`src/rtl/gpio_bank_pkg.sv`:
```
package gpio_bank_pkg;

    localparam int WORD_W = 32;

    typedef enum logic [3:0] {
        FEAT_LEVEL = 4'd0,
        FEAT_DIR   = 4'd1,
        FEAT_SET   = 4'd2,
        FEAT_CLR   = 4'd3,
        FEAT_RISE  = 4'd4,
        FEAT_FALL  = 4'd5,
        FEAT_STAT  = 4'd6,
        FEAT_ALT   = 4'd7,
        FEAT_NONE  = 4'd15
    } feat_e;

endpackage

```
`src/rtl/gpio_addr_decode.sv`:
```
module gpio_addr_decode
    import gpio_bank_pkg::*;
#(
    parameter int NREG   = 2,
    parameter int ADDR_W = 7,
    parameter int IDX_W  = 2
) (
    input  logic [ADDR_W-1:0] addr,
    output feat_e             feat,
    output logic [IDX_W-1:0]  idx
);
    localparam int ALT_LO = 7 * NREG;
    localparam int ALT_HI = 9 * NREG;

    int w;

    always_comb begin
        w    = int'(addr[ADDR_W-1:2]);
        feat = FEAT_NONE;
        idx  = '0;
        if (w < ALT_LO) begin
            feat = feat_e'(4'(w / NREG));
            idx  = IDX_W'(w % NREG);
        end else if (w < ALT_HI) begin
            feat = FEAT_ALT;
            idx  = IDX_W'(w - ALT_LO);
        end
    end
endmodule

```
`src/rtl/gpio_in_sync.sv`:
```
module gpio_in_sync #(
    parameter int NPINS = 64
) (
    input  logic             clk,
    input  logic             rst_n,
    input  logic [NPINS-1:0] pin_in,
    output logic [NPINS-1:0] level,
    output logic [NPINS-1:0] level_prev
);
    typedef struct packed {
        logic s1;
        logic s2;
        logic prev;
    } stage_t;

    for (genvar p = 0; p < NPINS; p++) begin : g_pin
        stage_t st_d, st_q;

        always_comb begin
            st_d.s1   = pin_in[p];
            st_d.s2   = st_q.s1;
            st_d.prev = st_q.s2;
        end

        always_ff @(posedge clk or negedge rst_n) begin
            if (!rst_n) st_q <= '0;
            else        st_q <= st_d;
        end

        assign level[p]      = st_q.s2;
        assign level_prev[p] = st_q.prev;
    end
endmodule

```
`src/rtl/gpio_edge_status.sv`:
```
module gpio_edge_status #(
    parameter int NPINS = 64
) (
    input  logic             clk,
    input  logic             rst_n,
    input  logic [NPINS-1:0] level,
    input  logic [NPINS-1:0] level_prev,
    input  logic [NPINS-1:0] rise_en,
    input  logic [NPINS-1:0] fall_en,
    input  logic [NPINS-1:0] clr_mask,
    output logic [NPINS-1:0] status
);
    logic [NPINS-1:0] events;
    logic [NPINS-1:0] status_d, status_q;

    always_comb begin
        events   = (level & ~level_prev & rise_en) | (~level & level_prev & fall_en);
        // a fresh event outranks a clear aimed at the same bit
        status_d = (status_q & ~clr_mask) | events;
    end

    always_ff @(posedge clk or negedge rst_n) begin
        if (!rst_n) status_q <= '0;
        else        status_q <= status_d;
    end

    assign status = status_q;
endmodule

```
`src/rtl/gpio_bank_ctrl.sv`:
```
module gpio_bank_ctrl
    import gpio_bank_pkg::*;
#(
    parameter int  NPINS  = 64,
    localparam int NREG   = NPINS / 32,
    localparam int ADDR_W = $clog2(9 * NREG * 4)
) (
    input  logic                 clk,
    input  logic                 rst_n,
    input  logic                 bus_we,
    input  logic [ADDR_W-1:0]    bus_addr,
    input  logic [31:0]          bus_wdata,
    output logic [31:0]          bus_rdata,
    input  logic [NPINS-1:0]     pin_in,
    output logic [NPINS-1:0]     pin_out,
    output logic [NPINS-1:0]     pin_oe,
    output logic [2*NPINS-1:0]   alt_sel,
    output logic                 irq
);
    localparam int IDX_W = (2 * NREG > 1) ? $clog2(2 * NREG) : 1;
    localparam int NALT  = 2 * NREG;

    typedef struct packed {
        logic [NPINS-1:0]   dir;
        logic [NPINS-1:0]   out;
        logic [NPINS-1:0]   rise;
        logic [NPINS-1:0]   fall;
        logic [2*NPINS-1:0] alt;
    } cfg_t;

    cfg_t cfg_d, cfg_q;

    feat_e            feat;
    logic [IDX_W-1:0] idx;
    logic [NPINS-1:0] level, level_prev, status, clr_mask;

    gpio_addr_decode #(.NREG(NREG), .ADDR_W(ADDR_W), .IDX_W(IDX_W)) u_dec (
        .addr (bus_addr),
        .feat (feat),
        .idx  (idx)
    );

    gpio_in_sync #(.NPINS(NPINS)) u_sync (
        .clk        (clk),
        .rst_n      (rst_n),
        .pin_in     (pin_in),
        .level      (level),
        .level_prev (level_prev)
    );

    gpio_edge_status #(.NPINS(NPINS)) u_stat (
        .clk        (clk),
        .rst_n      (rst_n),
        .level      (level),
        .level_prev (level_prev),
        .rise_en    (cfg_q.rise),
        .fall_en    (cfg_q.fall),
        .clr_mask   (clr_mask),
        .status     (status)
    );

    always_comb begin
        cfg_d    = cfg_q;
        clr_mask = '0;
        if (bus_we) begin
            for (int r = 0; r < NREG; r++) begin
                if (idx == IDX_W'(r)) begin
                    unique case (feat)
                        FEAT_DIR:  cfg_d.dir[r*32 +: 32]  = bus_wdata;
                        FEAT_SET:  cfg_d.out[r*32 +: 32]  = cfg_q.out[r*32 +: 32] | bus_wdata;
                        FEAT_CLR:  cfg_d.out[r*32 +: 32]  = cfg_q.out[r*32 +: 32] & ~bus_wdata;
                        FEAT_RISE: cfg_d.rise[r*32 +: 32] = bus_wdata;
                        FEAT_FALL: cfg_d.fall[r*32 +: 32] = bus_wdata;
                        FEAT_STAT: clr_mask[r*32 +: 32]   = bus_wdata;
                        default: ;
                    endcase
                end
            end
            for (int r = 0; r < NALT; r++) begin
                if (feat == FEAT_ALT && idx == IDX_W'(r)) begin
                    cfg_d.alt[r*32 +: 32] = bus_wdata;
                end
            end
        end
    end

    always_ff @(posedge clk or negedge rst_n) begin
        if (!rst_n) cfg_q <= '0;
        else        cfg_q <= cfg_d;
    end

    always_comb begin
        bus_rdata = '0;
        for (int r = 0; r < NREG; r++) begin
            if (idx == IDX_W'(r)) begin
                unique case (feat)
                    FEAT_LEVEL: bus_rdata = level[r*32 +: 32];
                    FEAT_DIR:   bus_rdata = cfg_q.dir[r*32 +: 32];
                    FEAT_RISE:  bus_rdata = cfg_q.rise[r*32 +: 32];
                    FEAT_FALL:  bus_rdata = cfg_q.fall[r*32 +: 32];
                    FEAT_STAT:  bus_rdata = status[r*32 +: 32];
                    default: ;
                endcase
            end
        end
        for (int r = 0; r < NALT; r++) begin
            if (feat == FEAT_ALT && idx == IDX_W'(r)) begin
                bus_rdata = cfg_q.alt[r*32 +: 32];
            end
        end
    end

    assign pin_out = cfg_q.out;
    assign pin_oe  = cfg_q.dir;
    assign alt_sel = cfg_q.alt;
    assign irq     = |status;
endmodule

```
`config.mk`:
```
export PLATFORM = sky130hd
export DESIGN_NAME = gpio_bank_ctrl
export DESIGN_NICKNAME = d
export VERILOG_FILES = /design/src/rtl/gpio_bank_pkg.sv /design/src/rtl/gpio_addr_decode.sv /design/src/rtl/gpio_in_sync.sv /design/src/rtl/gpio_edge_status.sv /design/src/rtl/gpio_bank_ctrl.sv
export SDC_FILE = /design/constraint.sdc
export NUM_CORES = 1
export LEC_CHECK = 0
export ABC_CLOCK_PERIOD_IN_PS = 3240
export BUFFER_PORTS_ARGS = -buffer_cell sky130_fd_sc_hd__buf_2
export CAP_MARGIN = 20
export CORE_ASPECT_RATIO = 1.75
export CORE_MARGIN = 2
export CORE_UTILIZATION = 55
export DETAILED_ROUTE_END_ITERATION = 8
export GPL_ROUTABILITY_DRIVEN = 0
export PLACE_DENSITY = 0.88
export SYNTH_ARGS = -nofsm -noshare
export SYNTH_HDL_FRONTEND = slang
export SYNTH_HIERARCHICAL = 1
export SYNTH_SLANG_ARGS = --single-unit
export TNS_END_PERCENT = 20
```
`constraint.sdc`:
```
create_clock -name clk -period 3.24 [get_ports clk]
set_clock_uncertainty 0.05 [all_clocks]
set_input_delay 0.486 -clock clk [delete_from_list [all_inputs] [get_ports clk]]
set_output_delay 0.486 -clock clk [all_outputs]
set_load 0.01 [all_outputs]
```
## Word level (Yosys, flattened, before mapping)

Cells that the tools add are included.

| operators by class | value |
|---|---|
| $add $sub $neg | 1 |
| $lt $le $gt $ge | 2 |
| eq/ne operators | 10 |
| multiplexer cells | 18 |
| bitwise operators | 15 |
| reductions and logical operators | 20 |

Operators by type and width:

| kind | number |
|---|---|
| 64-bit bitwise AND | 5 |
| 32-bit one-hot mux with 5 select lines | 2 |
| 32-bit two-way mux | 9 |
| 64-bit inverter | 3 |
| 64-bit OR | 2 |
| 32-bit one-hot mux with 2 select lines | 2 |
| 32-bit bitwise AND | 2 |
| 64-bit two-way mux | 1 |
| 32-bit OR | 2 |
| 64-bit OR reduction | 1 |
| 32-bit inverter | 1 |
| 3-bit AND reduction | 8 |
| 4-bit by 3-bit equality test with 1-bit output (second input constant) | 4 |
| 4-bit by 2-bit equality test with 1-bit output (second input constant) | 2 |
| 4-bit two-way mux | 2 |
| 2-bit AND reduction | 4 |
| 5-bit by 4-bit less-than comparator with 1-bit output (second input constant) | 1 |
| 5-bit less-than comparator (second input constant) | 1 |
| 2-bit equality test (second input constant) | 2 |
| 4-bit by 1-bit equality test with 1-bit output (second input constant) | 1 |
| 1-bit logical AND | 4 |
| 4-bit logical NOT | 1 |
| 2-bit two-way mux | 2 |
| 2-bit by 1-bit equality test with 1-bit output (second input constant) | 1 |
| 3 further kinds | 3 |

| word-level totals | value |
|---|---|
| register bits after elaboration | 640 |
| input bits | 106 |
| output and inout bits | 289 |
| word-level logic and storage cells | 271 |

## Logic depth before layout (Yosys ltp)

Gate-level depths: netlist of run 1.

| depth | value |
|---|---|
| depth after elaboration | 12 |
| mapped depth | 12 |
| depth with buffers taken out | 8 |

## Hierarchy

The synthesis of run 1 kept the hierarchy.

Modules (own cells, without submodules):

| module | instances | cells each | area each (um^2) | sequential area each (um^2) |
|---|---|---|---|---|
| gpio_bank_ctrl | 1 | 1842 | 20955.1 | 9609.2 |
| gpio_in_sync | 1 | 256 | 5285.1 | 4804.6 |
| gpio_edge_status | 1 | 320 | 3523.4 | 1601.5 |
| gpio_addr_decode | 1 | 8 | 50.0 | 0.0 |

## Worst setup path before layout of run 1

No wires, ideal clock.

| timing | value |
|---|---|
| kind | in2out |
| start point | in bus_addr[5] |
| end point | out bus_rdata[13] |
| arrival | 2188 ps |
| data required time | 2704 ps |
| slack | 516 ps |
| stages | 9 |
| path buffers | 2 |
| cells stage by stage | nor3_2 > nor2_1 > buf_6 > or3_4 > buf_6 > or3_1 > a21oi_1 > a221oi_1 > o22ai_1 |

| on the way | value |
|---|---|
| word-level cells in the longest chain between the ends | 12 |
| elaborated cells on any way between the ends | 28 |
| classes of those cells | order compare (2); eq/ne (8); mux (12); reduce/logical (6) |

Ends and longest elaborated chain:

| element | line | source |
|---|---|---|
| start, declared | gpio_bank_ctrl.sv:11 | `input logic [ADDR_W-1:0] bus_addr,` |
| 5-bit less-than comparator | gpio_addr_decode.sv:24 | `end else if (w < ALT_HI) begin` |
| 4-bit two-way mux | gpio_addr_decode.sv:24 |  |
| 4-bit two-way mux * | gpio_addr_decode.sv:21 | `if (w < ALT_LO) begin` |
| named net feat[3] | gpio_bank_ctrl.sv:33 | `feat_e feat;` |
| 4-bit by 3-bit equality test with 1-bit output (tied with other cells) | gpio_bank_ctrl.sv:96 | `unique case (feat)` |
| 32-bit one-hot mux with 5 select lines | gpio_bank_ctrl.sv:96 |  |
| 32-bit two-way mux | gpio_bank_ctrl.sv:95 | `if (idx == IDX_W'(r)) begin` |
| 32-bit one-hot mux with 5 select lines | gpio_bank_ctrl.sv:96 |  |
| 32-bit two-way mux | gpio_bank_ctrl.sv:95 |  |
| 32-bit two-way mux (3 in series) | gpio_bank_ctrl.sv:107 | `if (feat == FEAT_ALT && idx == IDX_W'(r)) begin` |
| 32-bit two-way mux * | gpio_bank_ctrl.sv:107 |  |
| end, declared | gpio_bank_ctrl.sv:13 | `output logic [31:0] bus_rdata,` |

The timed path passes the listed nets; every way through them passes the cells marked *.

## Final worst setup path of run 1

| timing | value |
|---|---|
| start point | in bus_addr[6] |
| end point | out bus_rdata[6] |

| on the way | value |
|---|---|
| elaborated cells on any way between the ends | 28 |
| classes of those cells | order compare (2); eq/ne (8); mux (12); reduce/logical (6) |

RTL lines:

| element | line |
|---|---|
| 5-bit by 4-bit less-than comparator with 1-bit output * | gpio_addr_decode.sv:21 |
| 4-bit two-way mux * | gpio_addr_decode.sv:21 |
| named net feat[0] | gpio_bank_ctrl.sv:33 |
| 4-bit by 3-bit equality test with 1-bit output (tied with other cells) | gpio_bank_ctrl.sv:96 |
| 32-bit one-hot mux with 5 select lines | gpio_bank_ctrl.sv:96 |
| 32-bit two-way mux | gpio_bank_ctrl.sv:95 |
| 32-bit one-hot mux with 5 select lines | gpio_bank_ctrl.sv:96 |
| 32-bit two-way mux | gpio_bank_ctrl.sv:95 |
| 32-bit two-way mux (3 in series) | gpio_bank_ctrl.sv:107 |
| 32-bit two-way mux * | gpio_bank_ctrl.sv:107 |

Marked as above.

==> results.sh, run 1 <==
export IMPL_final_min_clock_period_ns=3.28
export IMPL_wl_per_cell_um=28.0
export IMPL_synth_compound_area_share_pct=11.7
export IMPL_muxShareOfSynthArea_pct=15.7
export IMPL_relSlewSlack_pct=38.1
export IMPL_async_flop_share_pct=100
export IMPL_drt_wl_total_um=93400
export IMPL_dp_cells=3163
export IMPL_setup_viol=1
export IMPL_clk_path_buf_depth=3
export IMPL_syn_avg_cell_area_sq_um=12.3
export IMPL_track_usage_pct=32.9
export IMPL_crit_top_cell="buf_2"
export IMPL_synth_edf_count=0
export IMPL_cts_sinks=640
export IMPL_yosys_warnings=6
export IMPL_multi_input_area_sq_um=10600
export IMPL_synth_seq_cells=640
export IMPL_first_pass_iters=6
export IMPL_netlist_top_cells_count="640 x dfrtp_1, 340 x buf_4, 288 x mux2_2, 121 x a21oi_1, 102 x mux2i_1"
export IMPL_drt_iter0_markers=1807
export IMPL_synth_simple_gate_area_share_pct=7.86
export IMPL_max_stage_delay_ns=0.51
export IMPL_grt_pass1_vias=23008
export IMPL_switchingPower_mw=6.00
export IMPL_gr_total_overflow=0
export IMPL_cts_root_buffer="clkbuf_16"
export IMPL_path_buf_inv=3
export IMPL_hp_start="bus_wdata[10]"
export IMPL_worstPathCellList="buf_2 -> or2_4 -> or3_4 -> buf_12 -> or3_1 -> a21oi_1 -> a221oi_2 -> o22ai_1 -> buf_2"
export IMPL_placement_io_buffers=392
export IMPL_nets=2712
export IMPL_fill_cells=3782
export IMPL_cap_violations=0
export IMPL_tightest_slew_ns=0.928
export IMPL_clk_pin_slew_worst_paths_ns=0.06
export IMPL_report_final_hold_viol_count=0
export IMPL_synth_most_common_cell="dfrtp_1"
export IMPL_drc=0
export IMPL_htreeDepth=2
export IMPL_clk_latency_ns=0.62
export IMPL_synth_fa_ha_area_share_pct=0
export IMPL_synth_cell_type_count=63
export IMPL_start_util_pct=55.8
export IMPL_pwr_share_comb_pct=17.7
export IMPL_synth_top_area_share_pct=53.7
export IMPL_slowest_stage="or3_4"
export IMPL_clkPwrFrac_pct=33.4
export IMPL_syn_nets=2532
export IMPL_end_kind="output port"
export IMPL_synth_cells=2426
export IMPL_netlist_top_cells_area="dfrtp_1 54%, mux2_2 11%, buf_4 8.6%"
export IMPL_violations="setup timing"
export IMPL_postLayoutSetupSlackWorst_ns=-0.0443
export IMPL_die_area_sq_um=56200
export IMPL_final_cells=3340
export IMPL_swShare_pct=29.1
export IMPL_ys_flop_type="dfrtp_1"
export IMPL_drive_above_1_share_pct=38.9
export IMPL_yosysTopAreaCell="dfrtp_1"
export IMPL_yosysSeqAreaShare_pct=53.7
export IMPL_cp_arrival_ns=2.75
export IMPL_timing_final_crit_share_pct=101
export IMPL_seqCellArea_sq_um=16000
export IMPL_synth_top_family_by_area="multiplexers"
export IMPL_critical_path_required_ns=2.70
export IMPL_place_ws_ns=-0.134
export IMPL_grt_max_degree=98
export IMPL_fmax_mhz=304
export IMPL_crit_path_start="bus_addr[6]"
export IMPL_ant_nets=0
export IMPL_row_count=112
export IMPL_p_seq_share_pct=48.9
export IMPL_worstSetupPathType="input pin to output port"
export IMPL_place_area_sq_um=30900
export IMPL_viasPerCell=6.40
export IMPL_vdd_drop_max_uv=476
export IMPL_finish_utilization_pct=62.8
export IMPL_grt_setup_unrepaired="true"
export IMPL_whs_ns=0.212
export IMPL_synthXorXnorAreaFrac_pct=0
export IMPL_maxSlewViolCount=0
export IMPL_postLayoutCellArea_sq_um=33500
export IMPL_timing_rr_start="u_stat/status[24]"
export IMPL_dp_hpwl_um=63500
export IMPL_cts_tree="yes"
export IMPL_crit_family="simple AND/OR/NAND/NOR gates"
export IMPL_die_height_um=312
export IMPL_die_x_um=180
export IMPL_p_leak_nw=15.7
export IMPL_p_int_mw=14.6
export IMPL_synth_area_sq_um=29800
export IMPL_numCtsBuffers=56
export IMPL_powerDensity_nw_per_um2=614
export IMPL_core_area_sq_um=53400
export IMPL_antenna_found_initial=3
export IMPL_hp_class="input pin to flop"
export IMPL_worst_setup_path_start_kind="input pin"
export IMPL_grt_first_pass_wirelength_um=140000
export IMPL_path_max_fanout=17
export IMPL_ioPinCount=395
export IMPL_status="finished with violations"
export IMPL_areaGrowthSynthToFinish_pct=12.5
export IMPL_num_vias=21370
[power by group through the flow]
stage / Sequential [mW] / Clock, mW / Combinational (mW)
after floorplan: 9.81 / 0 / 2.87
final: 10.1 / 6.89 / 3.65
after CTS: 10.0 / 6.95 / 3.60
after global placement: 10.1 / 0 / 3.36
after detailed placement: 10.2 / 0 / 3.50
after global routing: 10.2 / 7.28 / 3.89
[final timing paths]
path | to | slack (ns) | cells past startpoint
hold / removal | flop | 0.21 | 2
hold reg to reg | u_sync/level[0] | 0.29 | 0
min in group asynchronous | alt_sel[2] | 0.42 | 2
setup reg to reg | u_stat/status[24] | 2.30 | 2
max in group asynchronous | u_sync/g_pin[22].st_d[1] | 1.61 | 3
setup / recovery | bus_rdata[6] | -0.04 | 9
[metal layers]
metal	GRT usage, %	wire length [um]	up-vias
li1	-	-	8738
met3	7.89	8410	427
met2	53.8	45100	1382
met4	23.7	7510	0
met5	0	0	-
met1	38.0	32400	10823
[state kept, by name, summed over array words and instances, names as in the netlist, named ones only]
name / count
pin_oe: 64
alt_sel: 128
u_sync/level: 64
u_sync/level_prev: 64
u_stat/status: 64
u_sync/g_pin.st_d: 64
cfg_q: 128
[worst reg2reg max path, stage by stage (launching register included)]
cell and delay, ns:
dfrtp_1 0.53, nand2b_1 0.16, o211ai_2 0.08
[cell usage in the layout (no fill, tap or decap), types with 57 or more instances in the layout]
cell type	instances
o211ai_2	64
nand3b_1	66
clkbuf_16	57
a21oi_1	119
mux2_2	288
o21ai_0	72
and2_1	67
nand2_1	98
buf_4	115
nand2b_1	67
mux2i_1	102
buf_2	391
a31oi_1	64
dlygate4sd3_1	65
dfrtp_1	640
[cell type report]
class	count	area share (%)
clock buffer	84	5.03
tap	684	2.55
inverter	8	0.0895
multi-input combinational	1295	31.7
clock inverter	21	0.589
timing repair buffer	605	12.3
antenna	3	0.0224
sequential	640	47.7
[logic make-up (layout without fill, tap and decap cells)]
group | after synthesis | count (layout)
flip-flops | 640 | 640
AND/OR/NAND/NOR | 385 | 386
AO/OA/AOI/OAI | 482 | 482
other | 0 | 3
buffers and inverters | 492 | 718
multiplexers | 427 | 427
[per-stage QoR]
step	total power, mW	TNS, ns
6_report	20.6	-0.0443
5_1_grt	21.4	-0.176
4_1_cts	20.6	0
3_5_place_dp	13.7	-0.314
3_3_place_gp	13.4	-0.146
2_1_floorplan	12.7	0
[what timing repair did]
item                                    4_1_cts  5_1_grt
hold buffers                                 65        0
endpoints found under the setup margin       12       14
buffers inserted                              3        0
endpoints found under the hold margin       139        0
pin swaps                                     2        2
gates cloned                                  1        0
resized for setup                             5       12
Note: power is estimated with default switching activity, not from simulation.
==> run 2, diff against run 1 <==
==> constraint.sdc (replaced) <==
create_clock -name clk -period 3.24 [get_ports clk]
set_clock_uncertainty 0.05 [all_clocks]
set_input_delay 0.81 -clock clk [delete_from_list [all_inputs] [get_ports clk]]
set_output_delay 0.81 -clock clk [all_outputs]
set_load 0.01 [all_outputs]
==> run 2 against run 1 <==
Compared with the run above:
- worst hold slack got worse by 0.085 ns
- sequential power about the same
- design area grew 1.7%
- the flow still finishes with violations (setup timing)
- wire length rose by 3.2%
- setup slack got worse by 0.53 ns
==> results.sh, run 2 (same netlist as run 1, synthesis figures left out) <==
export IMPL_track_usage_pct=33.6
export IMPL_fmax_mhz=262
export IMPL_gr_total_overflow=0
export IMPL_cts_sinks=640
export IMPL_setup_viol=33
export IMPL_cts_root_buffer="clkbuf_16"
export IMPL_wl_per_cell_um=29.0
export IMPL_final_min_clock_period_ns=3.81
export IMPL_clk_latency_ns=0.63
export IMPL_drt_wl_total_um=96400
export IMPL_die_area_sq_um=56200
export IMPL_p_leak_nw=15.9
export IMPL_postLayoutCellArea_sq_um=34100
export IMPL_htreeDepth=2
export IMPL_tightest_slew_ns=0.734
export IMPL_placement_io_buffers=392
export IMPL_numCtsBuffers=56
export IMPL_worstSetupPathType="input pin to output port"
export IMPL_layout_cells_most_common_list="640 x dfrtp_1, 387 x buf_2, 288 x mux2_2"
export IMPL_critical_path_required_ns=2.38
export IMPL_drive_above_1_share_pct=43.3
export IMPL_core_area_sq_um=53400
export IMPL_antenna_found_initial=3
export IMPL_start_util_pct=55.8
export IMPL_timing_final_crit_share_pct=118
export IMPL_grt_pass1_vias=22391
export IMPL_power_mw=20.8
export IMPL_grt_max_degree=82
export IMPL_place_area_sq_um=31500
export IMPL_nets=2707
export IMPL_switchingPower_mw=6.13
export IMPL_vdd_drop_max_uv=565
export IMPL_areaGrowthSynthToFinish_pct=14.4
export IMPL_maxSlewViolCount=0
export IMPL_die_x_um=180
export IMPL_num_vias=21451
export IMPL_drc=0
export IMPL_clk_path_buf_depth=3
export IMPL_p_int_mw=14.7
export IMPL_die_height_um=312
export IMPL_first_pass_iters=7
export IMPL_clkPwrFrac_pct=33.3
export IMPL_multi_input_area_sq_um=11000
export IMPL_dp_hpwl_um=68200
export IMPL_path_max_fanout=6
export IMPL_cp_arrival_ns=2.95
export IMPL_hold_buffers=0
export IMPL_cap_violations=0
export IMPL_grt_setup_unrepaired="true"
export IMPL_worst_setup_path_start_kind="input pin"
export IMPL_swShare_pct=29.5
export IMPL_clk_pin_slew_worst_paths_ns=0.06
export IMPL_grt_first_pass_wirelength_um=141000
export IMPL_viasPerCell=6.44
export IMPL_relSlewSlack_pct=51.1
export IMPL_drt_iter0_markers=1760
export IMPL_report_final_hold_viol_count=0
export IMPL_end_kind="output port"
export IMPL_violations="setup timing"
export IMPL_final_common_cell="dfrtp_1"
export IMPL_ioPinCount=395
export IMPL_hp_class="input pin to asynchronous set/reset pin"
export IMPL_pwr_share_comb_pct=18.0
export IMPL_powerDensity_nw_per_um2=610
export IMPL_cts_tree="yes"
export IMPL_fill_cells=3704
export IMPL_seqCellArea_sq_um=16000
export IMPL_status="finished with violations"
export IMPL_row_count=112
export IMPL_p_seq_share_pct=48.7
export IMPL_ant_nets=0
export IMPL_postLayoutSetupSlackWorst_ns=-0.572
[run 2: cell count changes in the layout (fill, tap and decap cells not counted), sizes merged]
| cell | previous run | this run |
|---|---|---|
| buf | 540 | 600 |
| bufinv | 3 | 4 |
| clkbuf | 84 | 81 |
| diode | 3 | 2 |
| dlygate4sd3 | 65 | 0 |
| inv | 10 | 9 |
| or3 | 6 | 5 |
[run 2: power groups by stage]
stage	Combinational (mW)	Sequential (mW)	Clock [mW]
after detailed placement	3.59	10.2	0
after floorplan	2.87	9.81	0
final	3.75	10.1	6.92
after global placement	3.43	10.1	0
after global routing	3.97	10.2	7.29
after CTS	3.66	10.1	6.98
[run 2: path summary, 6_finish.rpt]
check,startpoint,to,slack [ns],cells past startpoint
worst min register to register,u_sync/g_pin[37].st_d[1],u_sync/level[37],0.29,0
min in group clk,pin_in[25],u_sync/g_pin[25].st_d[1],0.23,1
worst max-delay path,bus_addr[6],bus_rdata[13],-0.57,10
worst max register to register,alt_sel[13],alt_sel[13],2.30,1
max in group asynchronous,rst_n,u_sync/level_prev[14],2.03,2
worst min-delay path,rst_n,alt_sel[66],0.13,1
[run 2: metal layers]
layer / track usage [%] / vias up / part of all wire (%)
met3: 8.13 / 465 / 8.8
met2: 56.5 / 1453 / 49
li1: - / 8732 / -
met5: 0 / - / 0.013
met4: 24.8 / 2 / 8.7
met1: 37.1 / 10799 / 33
[run 2: area by class of cell]
type                       instances  area share (%)
timing repair buffer             601            12.6
clock inverter                    21           0.719
multi-input combinational       1294            32.3
tap                              684            2.51
clock buffer                      80            4.82
antenna                            2          0.0147
inverter                           8          0.0880
sequential                       640            46.9
[run 2: worst max-delay path: stages]
cell and delay (ns):
buf_4 0.13, or2_4 0.31, buf_8 0.17, and3b_2 0.25
buf_12 0.15, a22oi_1 0.21, o221ai_1 0.21, a221oi_4 0.40
o22ai_1 0.14, buf_2 0.17
[run 2: what timing repair did]
item,4_1_cts,5_1_grt
setup buffers,15,3
setup endpoints to repair,33,33
gates cloned,0,1
pin swaps,34,21
resized for setup,73,54
[run 2: stage by stage]
step | worst slack, ns | utilization [%] | TNS, ns | instances | hold slack [ns]
2_1_floorplan | -0.0851 | - | -0.645 | 2426 | 0.281
4_1_cts | -0.490 | 63.3 | -13.83 | 3325 | 0.147
6_report | -0.572 | 63.9 | -14.26 | 3330 | 0.127
5_1_grt | -0.576 | 63.9 | -15.54 | 3328 | 0.176
3_5_place_dp | -0.909 | 59.0 | -24.85 | 3210 | 0.286
3_3_place_gp | -0.808 | 59.0 | -20.07 | 3210 | 0.286
==> run 3, diff against run 2 <==
--- a/config.mk
+++ b/config.mk
@@ -10,10 +10,11 @@
 export CAP_MARGIN = 20
 export CORE_ASPECT_RATIO = 1.75
 export CORE_MARGIN = 2
-export CORE_UTILIZATION = 55
+export CORE_UTILIZATION = 45
 export DETAILED_ROUTE_END_ITERATION = 8
 export GPL_ROUTABILITY_DRIVEN = 0
-export PLACE_DENSITY = 0.88
+export MAX_ROUTING_LAYER = met4
+export PLACE_DENSITY = 0.76
 export SYNTH_ARGS = -nofsm -noshare
 export SYNTH_HDL_FRONTEND = slang
 export SYNTH_HIERARCHICAL = 1
==> run 3 against run 2 <==
Compared with the run above:
- the run still ends with setup timing left
- first-iteration DRC count down 22%
- design area grew 2.0%
- maximum frequency increased by 2.0%
- setup slack improved by 0.075 ns
- sequential share of layout area is 0.90 points lower
- clock power up 8.1%
- wire length is 3.6% higher
- register-to-register slack is essentially flat
- critical path type unchanged
- highest routed layer is now met4
==> results.sh, run 3 (same netlist as run 1, synthesis figures left out) <==
export IMPL_status="finished with violations"
export IMPL_violations="setup timing"
export IMPL_maxSlewViolCount=0
export IMPL_clk_latency_ns=0.67
export IMPL_end_kind="output port"
export IMPL_worstPathCellList="buf_8 -> nor3_4 -> nor2_4 -> buf_6 -> nand4b_4 -> nor2_4 -> buf_8 -> buf_12 -> nand2_4 -> a21oi_2 -> a221o_1 -> buf_2"
export IMPL_place_area_sq_um=31800
export IMPL_postLayoutCellArea_sq_um=34800
export IMPL_fill_cells=5496
export IMPL_grt_setup_unrepaired="true"
export IMPL_timing_final_crit_share_pct=115
export IMPL_clk_pin_slew_worst_paths_ns=0.06
export IMPL_p_int_mw=15.1
export IMPL_dp_cells=3410
export IMPL_tightest_slew_ns=0.772
export IMPL_die_height_um=345
export IMPL_grt_pass1_vias=22184
export IMPL_p_leak_nw=16.1
export IMPL_die_area_sq_um=68400
export IMPL_start_util_pct=45.5
export IMPL_clkPwrFrac_pct=34.9
export IMPL_drt_iter0_markers=1366
export IMPL_areaGrowthSynthToFinish_pct=16.7
export IMPL_cts_sinks=640
export IMPL_cts_root_buffer="clkbuf_16"
export IMPL_vdd_drop_max_uv=422
export IMPL_die_x_um=199
export IMPL_core_area_sq_um=65500
export IMPL_htreeDepth=2
export IMPL_finish_utilization_pct=53.1
export IMPL_grt_max_degree=78
export IMPL_worstSetupPathType="input pin to output port"
export IMPL_ant_nets=0
export IMPL_gr_total_overflow=0
export IMPL_hp_class="input pin to asynchronous set/reset pin"
export IMPL_drive_above_1_share_pct=44.4
export IMPL_num_vias=21014
export IMPL_ioPinCount=395
export IMPL_clk_path_buf_depth=3
export IMPL_cp_arrival_ns=2.88
export IMPL_switchingPower_mw=6.37
export IMPL_viasPerCell=5.91
export IMPL_drc=0
export IMPL_slowest_stage="nand4b_4"
export IMPL_postLayoutSetupSlackWorst_ns=-0.497
export IMPL_swShare_pct=29.7
export IMPL_wl_per_cell_um=28.1
export IMPL_critical_path_required_ns=2.38
export IMPL_first_pass_iters=7
export IMPL_fmax_mhz=268
export IMPL_final_min_clock_period_ns=3.74
export IMPL_grt_first_pass_wirelength_um=145000
export IMPL_p_seq_share_pct=47.3
export IMPL_path_max_fanout=8
export IMPL_layout_cells_most_common_list="640 x dfrtp_1, 385 x buf_2, 288 x mux2_2"
export IMPL_cap_violations=0
export IMPL_placement_io_buffers=392
export IMPL_row_count=124
export IMPL_rr_worst_depth=1
export IMPL_drt_wl_total_um=99900
export IMPL_final_common_cell="dfrtp_1"
export IMPL_relSlewSlack_pct=48.5
export IMPL_antenna_found_initial=5
export IMPL_max_stage_delay_ns=0.29
export IMPL_nets=2724
export IMPL_numCtsBuffers=59
export IMPL_track_usage_pct=30.0
export IMPL_worst_setup_path_start_kind="input pin"
export IMPL_powerDensity_nw_per_um2=616
export IMPL_final_cells=3554
export IMPL_cts_tree="yes"
export IMPL_pwr_share_comb_pct=17.8
export IMPL_setup_viol=33
export IMPL_tns_ns=-13.94
export IMPL_report_final_hold_viol_count=0
export IMPL_power_mw=21.4
export IMPL_dp_hpwl_um=72500
-- run 3: area by class of cell --
type / count / area [sq um] / area share (%)
Tap cell: 882 / 1100 / 3.17
Sequential cell: 640 / 16000 / 46.0
Clock buffer: 81 / 1710 / 4.92
Antenna cell: 5 / 12.5 / 0.0360
Inverter: 8 / 30.0 / 0.0863
Multi-Input combinational cell: 1296 / 11100 / 31.9
Timing Repair Buffer: 613 / 4470 / 12.8
Clock inverter: 29 / 359 / 1.03
-- run 3: repair_timing --
action                                  in CTS  in global routing
hold buffers                                 0                  0
gates resized for setup                    121                 40
setup buffers                               18                 11
cloned                                       2                  0
endpoints found under the setup margin      33                 33
pin swaps                                   42                 19
-- run 3: per-layer routing --
metal	part of all wire, %	wire length, um	vias to the layer above	GRT usage, %
met1	34	34400	10625	31.8
li1	-	-	8760	-
met5	0	0	-	-
met4	8.7	8730	0	22.4
met2	49	49000	1180	48.9
met3	7.8	7800	449	6.54
-- run 3: power groups by stage --
stage                     combinational [mW]  clock [mW]  sequential, mW
final                                   3.82        7.48            10.1
after floorplan                         2.87           0            9.81
after detailed placement                3.66           0            10.2
after global routing                    4.10        7.88            10.2
after CTS                               3.78        7.57            10.1
after global placement                  3.54           0            10.1
-- run 3: worst paths after layout --
check,endpoint,slack [ns],start
setup / recovery,bus_rdata[17],-0.50,bus_addr[4]
hold / removal,alt_sel[68],0.08,rst_n
setup reg to reg,alt_sel[6],2.31,alt_sel[6]
hold reg to reg,u_sync/level[10],0.28,u_sync/g_pin[10].st_d[1]
max in group asynchronous,asynchronous set/reset pin,2.07,rst_n
min in group clk,u_sync/g_pin[55].st_d[1],0.19,pin_in[55]
-- run 3: through the flow --
step / hold WS (ns) / worst slack, ns
after floorplan: 0.281 / -0.0851
after global placement: 0.286 / -0.940
after detailed placement: 0.285 / -0.959
after CTS: 0.139 / -0.424
after global routing: 0.140 / -0.514
final: 0.0798 / -0.497
-- run 3: worst max-delay path: cells and delay by family --
family | cells | cell delay (ns)
simple gates | 5 | 0.95
buf+inv | 5 | 0.71
compound gates | 2 | 0.40
